--- config.mk ---
export PLATFORM = sky130hd
export DESIGN_NAME = tripwm_timer
export DESIGN_NICKNAME = d
export VERILOG_FILES = /design/src/rtl/tripwm_pkg.sv /design/src/rtl/tpw_counter.sv /design/src/rtl/tpw_cmp_bank.sv /design/src/rtl/tripwm_timer.sv
export SDC_FILE = /design/constraint.sdc
export NUM_CORES = 1
export LEC_CHECK = 0
export BUFFER_PORTS_ARGS = -buffer_cell sky130_fd_sc_hd__buf_2
export CORE_ASPECT_RATIO = 0.75
export CORE_MARGIN = 5
export CORE_UTILIZATION = 60
export CTS_CLUSTER_DIAMETER = 40
export CTS_CLUSTER_SIZE = 10
export DETAILED_ROUTE_END_ITERATION = 8
export PLACE_DENSITY = 0.78
export SLEW_MARGIN = 20
export SYNTH_ARGS = -nofsm -noshare
export SYNTH_HDL_FRONTEND = slang
export SYNTH_SLANG_ARGS = --single-unit
--- constraint.sdc ---
create_clock -name clk -period 3.1 [get_ports clk]
set_clock_uncertainty 0.05 [all_clocks]
set_input_delay 0.31 -clock clk [delete_from_list [all_inputs] [get_ports clk]]
set_output_delay 0.31 -clock clk [all_outputs]
set_load 0.01 [all_outputs]
--- src/rtl/tripwm_pkg.sv ---
package tripwm_pkg;
  localparam int ADDR_W   = 4;
  localparam int N_PHASE  = 3;
  localparam logic [ADDR_W-1:0] A_PERIOD = 4'd0;
  localparam logic [ADDR_W-1:0] A_CMP0   = 4'd1;
  localparam logic [ADDR_W-1:0] A_BUF0   = 4'd4;
  localparam logic [ADDR_W-1:0] A_CTRL   = 4'd7;
  localparam logic [ADDR_W-1:0] A_COUNT  = 4'd8;
  localparam int FLAG_BIT = 2;
  localparam logic [1:0] MODE_TOP_XFER = 2'b11;
endpackage

--- src/rtl/tpw_counter.sv ---
module tpw_counter #(
  parameter int W = 16
) (
  input  logic         clk,
  input  logic         rst_n,
  input  logic         en,
  input  logic [W-1:0] period,
  output logic [W-1:0] cnt,
  output logic         dir_up,
  output logic         top_hit
);
  localparam logic [W-1:0] ONE = W'(1);

  logic [W-1:0] cnt_nx;
  logic         up_nx;

  assign top_hit = en && dir_up && (cnt == period);

  always_comb begin
    cnt_nx = cnt;
    up_nx  = dir_up;
    if (en) begin
      if (dir_up) begin
        if (cnt < period) begin
          cnt_nx = cnt + ONE;
        end else if (cnt == period) begin
          cnt_nx = cnt + ONE;
          up_nx  = 1'b0;
        end else begin
          cnt_nx = cnt - ONE;
          up_nx  = 1'b0;
        end
      end else begin
        if (cnt > ONE) begin
          cnt_nx = cnt - ONE;
        end else if (cnt == ONE) begin
          cnt_nx = '0;
          up_nx  = 1'b1;
        end else begin
          cnt_nx = ONE;
          up_nx  = 1'b1;
        end
      end
    end
  end

  always_ff @(posedge clk or negedge rst_n) begin
    if (!rst_n) begin
      cnt    <= '0;
      dir_up <= 1'b1;
    end else begin
      cnt    <= cnt_nx;
      dir_up <= up_nx;
    end
  end
endmodule

--- src/rtl/tpw_cmp_bank.sv ---
module tpw_cmp_bank #(
  parameter int W = 16,
  parameter int N = 3
) (
  input  logic                clk,
  input  logic                rst_n,
  input  logic                xfer,
  input  logic [N-1:0]        wr_cmp,
  input  logic [N-1:0]        wr_buf,
  input  logic [W-1:0]        wdata,
  input  logic [W-1:0]        cnt,
  output logic [N-1:0][W-1:0] cmp_q,
  output logic [N-1:0][W-1:0] buf_q,
  output logic [N-1:0]        hi,
  output logic [N-1:0]        lo
);
  for (genvar g = 0; g < N; g++) begin : g_phase
    always_ff @(posedge clk or negedge rst_n) begin
      if (!rst_n) begin
        cmp_q[g] <= '0;
        buf_q[g] <= '0;
      end else begin
        if (xfer)           cmp_q[g] <= buf_q[g];
        else if (wr_cmp[g]) cmp_q[g] <= wdata;
        if (wr_buf[g])      buf_q[g] <= wdata;
      end
    end
    assign hi[g] = cnt > cmp_q[g];
    assign lo[g] = ~hi[g];
  end
endmodule

--- src/rtl/tripwm_timer.sv ---
module tripwm_timer
  import tripwm_pkg::*;
#(
  parameter int CNT_W = 16
) (
  input  logic                     clk,
  input  logic                     rst_n,
  input  logic                     cnt_en,
  input  logic                     wr_en,
  input  logic [ADDR_W-1:0]        addr,
  input  logic [CNT_W-1:0]         wdata,
  output logic [CNT_W-1:0]         rdata,
  output logic                     match_flag,
  output logic [N_PHASE-1:0]       phase_hi,
  output logic [N_PHASE-1:0]       phase_lo
);
  logic [CNT_W-1:0]              period_q;
  logic [1:0]                    mode_q;
  logic [CNT_W-1:0]              cnt;
  logic                          dir_up;
  logic                          top_hit;
  logic                          xfer;
  logic [N_PHASE-1:0]            wr_cmp;
  logic [N_PHASE-1:0]            wr_buf;
  logic [N_PHASE-1:0][CNT_W-1:0] cmp_q;
  logic [N_PHASE-1:0][CNT_W-1:0] buf_q;
  logic                          wr_ctrl;

  assign wr_ctrl = wr_en && (addr == A_CTRL);
  assign xfer    = top_hit && (mode_q == MODE_TOP_XFER);

  for (genvar g = 0; g < N_PHASE; g++) begin : g_dec
    assign wr_cmp[g] = wr_en && (addr == A_CMP0 + ADDR_W'(g));
    assign wr_buf[g] = wr_en && (addr == A_BUF0 + ADDR_W'(g));
  end

  tpw_counter #(.W(CNT_W)) ctr_i (
    .clk     (clk),
    .rst_n   (rst_n),
    .en      (cnt_en),
    .period  (period_q),
    .cnt     (cnt),
    .dir_up  (dir_up),
    .top_hit (top_hit)
  );

  tpw_cmp_bank #(.W(CNT_W), .N(N_PHASE)) bank_i (
    .clk    (clk),
    .rst_n  (rst_n),
    .xfer   (xfer),
    .wr_cmp (wr_cmp),
    .wr_buf (wr_buf),
    .wdata  (wdata),
    .cnt    (cnt),
    .cmp_q  (cmp_q),
    .buf_q  (buf_q),
    .hi     (phase_hi),
    .lo     (phase_lo)
  );

  always_ff @(posedge clk or negedge rst_n) begin
    if (!rst_n) begin
      period_q   <= '0;
      mode_q     <= '0;
      match_flag <= 1'b0;
    end else begin
      if (wr_en && addr == A_PERIOD) period_q <= wdata;
      if (wr_ctrl) mode_q <= wdata[1:0];
      if (top_hit)                       match_flag <= 1'b1;
      else if (wr_ctrl && !wdata[FLAG_BIT]) match_flag <= 1'b0;
    end
  end

  always_comb begin
    rdata = '0;
    if (addr == A_PERIOD) begin
      rdata = period_q;
    end else if (addr == A_CTRL) begin
      rdata[1:0]      = mode_q;
      rdata[FLAG_BIT] = match_flag;
    end else if (addr == A_COUNT) begin
      rdata = cnt;
    end else begin
      for (int i = 0; i < N_PHASE; i++) begin
        if (addr == A_CMP0 + ADDR_W'(i)) rdata = cmp_q[i];
        if (addr == A_BUF0 + ADDR_W'(i)) rdata = buf_q[i];
      end
    end
  end
endmodule

==> out/metrics.csv <==
stage,metric,value,unit
routing,DRT Wirelength,25.5,mm
power,Max IR drop VDD,0.439,mV
yosys,Syn Nets,1056,
grt,GRT Overall Usage,30.4,%
sta,"Hold Vio Cnt, Final",0,
power,Pwr per Cell Area,705,nW/um^2
power,P_leak,0.00489,uW
sta,WHS,183,ps
routing,drt first-iter violations,867,
clock_tree,clock root cell,clkbuf_16,
floorplanning,die area,17200,um^2
grt,global-route wire length before repair,40.8,mm
grt,largest net degree at the start of global routing,97,
critical_path,critical path capture point type,primary output,
sta,slew margin rel.,33.7,%
sta,Achievable Freq,0.323,GHz
floorplanning,Placeable Area,14500,um^2
clock_tree,CTS buffer count,17,
critical_path,worst-path fanout max,3,
clock_tree,Max clock buf depth,2,
routing,Final ANT Viol Nets,0,
placement,GPL Wtd Cong,0.957,
finish,share of cells above drive strength 1,20.4,%
sta,Final min period,3090,ps
critical_path,CP Launch Type,flip-flop,
clock_tree,CTS Sinks,132,
hold_path,HP Class,input pin to flip-flop,
floorplanning,Cell Rows,38,
clock_tree,clock transition at the registers of the reported paths,60,ps
sta,period utilization,99.8,%
finish,antenna cells,0,
sta,Worst Tran Pin Value,992,ps
grt,initial antenna violation count,0,
critical_path,CP Class,flip-flop to primary output,
finish,final core utilization,70.4,%
clock_tree,clock latency on the worst-skew pair,430,ps
sta,Setup-failing EPs final,0,
yosys,Synth async-reset ratio,100,%
yosys,post-synthesis cell area,8810,um^2
placement,I/O Buffers,46,
routing,Pre-antenna DRT Iters,6,
finish,Nets,1115,
floorplanning,chip height,115,um
finish,synthesis-to-finish area growth,15.4,%
sta,RSZ-0062 raised after global routing,yes,
floorplanning,Die W,150,um
yosys,number of synthesized flops with an enable pin,0,
yosys,Netlist cell types,68,
sta,Final WS setup,7.36,ps
floorplanning,I/O pins,47,
floorplanning,starting density of the core,61.0,%
clock_tree,htree depth,4,
yosys,Post-Syn Area per Cell,9.13,um^2
outcome,status,finished clean,
routing,routed len/inst,20.6,um
placement,setup slack at placement,253,ps
routing,via count,7902,
yosys,sequential-to-total area share from yosys stat,37.5,%
critical_path,CP required,2740,ps
sta,Slew Limit Fails,0,
placement,dpl hpwl,17.7,mm
clock_tree,CTS tree,done,
yosys,Synth Instances,965,
grt,vias in the first global route,7578,
finish,Fillers,1084,
critical_path,Critical Path AT,2730,ps
routing,post-DR vias/cell,6.39,
routing,DRC errors left,0,
yosys,Synth Flop Type,dfrtp_1,
yosys,Syn. warnings,0,
grt,total grt overflow,0,
yosys,Yosys reg bits,132,
flow_run,Max-cap violations,0,
[cell usage in the layout (no fill, tap or decap), drive strengths merged, types with 3 or more instances in the layout]
cell type	n
nand2	109
a222oi	3
clkinv	6
ha	67
o211ai	6
nor3b	3
nor2b	9
nand3	17
nand2b	4
mux2i	59
o22ai	14
or4	3
or3	9
a31oi	12
a22oi	12
mux2	69
a211o	6
nor4	7
o21a	6
o311ai	3
nor3	15
a21oi	55
o21ai	106
a21o	12
dfrtp	131
bufinv	5
a211oi	7
nand4	19
clkbuf	19
a221oi	4
nor2	41
buf	93
inv	73
[final timing paths]
| kind | depth (start not counted) | end | slack [ps] | from |
|---|---|---|---|---|
| worst min-delay path | 2 | bank_i.buf_q[6] | 180 | wdata[6] |
| max in group asynchronous | 3 | ctr_i.dir_up | 1740 | rst_n |
| min in group asynchronous | 2 | bank_i.buf_q[17] | 420 | rst_n |
| worst max-delay path | 9 | phase_hi[0] | 7 | ctr_i.cnt[1] |
| worst min register to register | 2 | bank_i.cmp_q[21] | 460 | bank_i.buf_q[21] |
| worst max register to register | 9 | ctr_i.cnt[9] | 250 | ctr_i.cnt[11] |
[metrics by stage]
step           area, um^2  TNS, ps  instances  total power [uW]
3_5_place_dp         9420        0       1200              4740
6_report            10200        0       1237              7180
3_3_place_gp         9420        0       1200              4660
5_1_grt             10200    -56.3       1237              7570
2_1_floorplan        8810        0        965              3970
4_1_cts             10100        0       1236              7080
[per-layer routing]
| layer | global-route usage [%] | up-vias | share of wire (%) |
|---|---|---|---|
| li1 | - | 3619 | - |
| met1 | 44.3 | 3781 | 44 |
| met2 | 44.4 | 433 | 44 |
| met3 | 6.38 | 69 | 8.9 |
| met4 | 12.0 | 0 | 2.8 |
| met5 | 0 | - | 0 |
[cell families (layout without fill, tap and decap cells)]
family,count (synthesis),in the layout,synth area share [%]
flip-flops,132,132,37.5
XOR/XNOR,2,2,0.199
adder cells (fa/ha/maj),67,67,9.51
multiplexers,128,128,15.5
AND/OR/NAND/NOR,244,244,13.3
AO/OA/AOI/OAI,265,265,18.3
buffers and inverters,127,199,5.65
[report_power, final]
group	internal [uW]	switching (uW)	total (uW)
combinational	1060	1370	2430
clock	1470	806	2270
sequential	2130	344	2480
total	4660	2520	7180
[state kept, by name (all words and copies together) (netlist names)]
register and flops:
ctr_i.cnt 16, period_q 16, mode_q 2, bank_i.buf_q 48
ctr_i.dir_up 1, match_flag 1, bank_i.cmp_q 48
[cell type report]
| cell class | instances | area [um^2] | area share [%] |
|---|---|---|---|
| clock inverters | 13 | 203 | 1.99 |
| clock buffers | 19 | 453 | 4.45 |
| inverters | 73 | 274 | 2.69 |
| repair buffers | 94 | 618 | 6.08 |
| multi-input cells | 706 | 5070 | 49.8 |
| well taps | 200 | 250 | 2.46 |
| flip-flops and latches | 132 | 3310 | 32.5 |
[repair_timing]
| item | in CTS | in global routing |
|---|---|---|
| setup buffers | 3 | 1 |
| pin swaps | 1 | 9 |
| hold buffers | 1 | 0 |
| endpoints found under the hold margin | 76 | 0 |
| endpoints found under the setup margin | 3 | 8 |
| resized for setup | 4 | 10 |
[cell usage after synthesis, types with 14 or more instances]
master	number	area [um^2]
a21oi_1	55	275
clkbuf_1	48	180
dfrtp_1	131	3280
ha_1	67	838
inv_1	72	270
mux2_2	69	777
mux2i_1	59	591
nand2_1	109	409
nand3_1	17	85.1
nand4_1	19	119
nor2_1	41	154
nor3_1	14	70.1
o21ai_0	98	490
o22ai_1	14	87.6
[worst max-delay path: stages, from the launching register on]
cell,delay (ps)
dfrtp_2,430
ha_1,310
nor2b_1,130
o21a_1,160
o21a_1,170
o21ai_1,150
a21oi_1,90
or4_4,550
a41o_1,190
buf_2,130
Note: power is estimated with default switching activity, not from simulation.
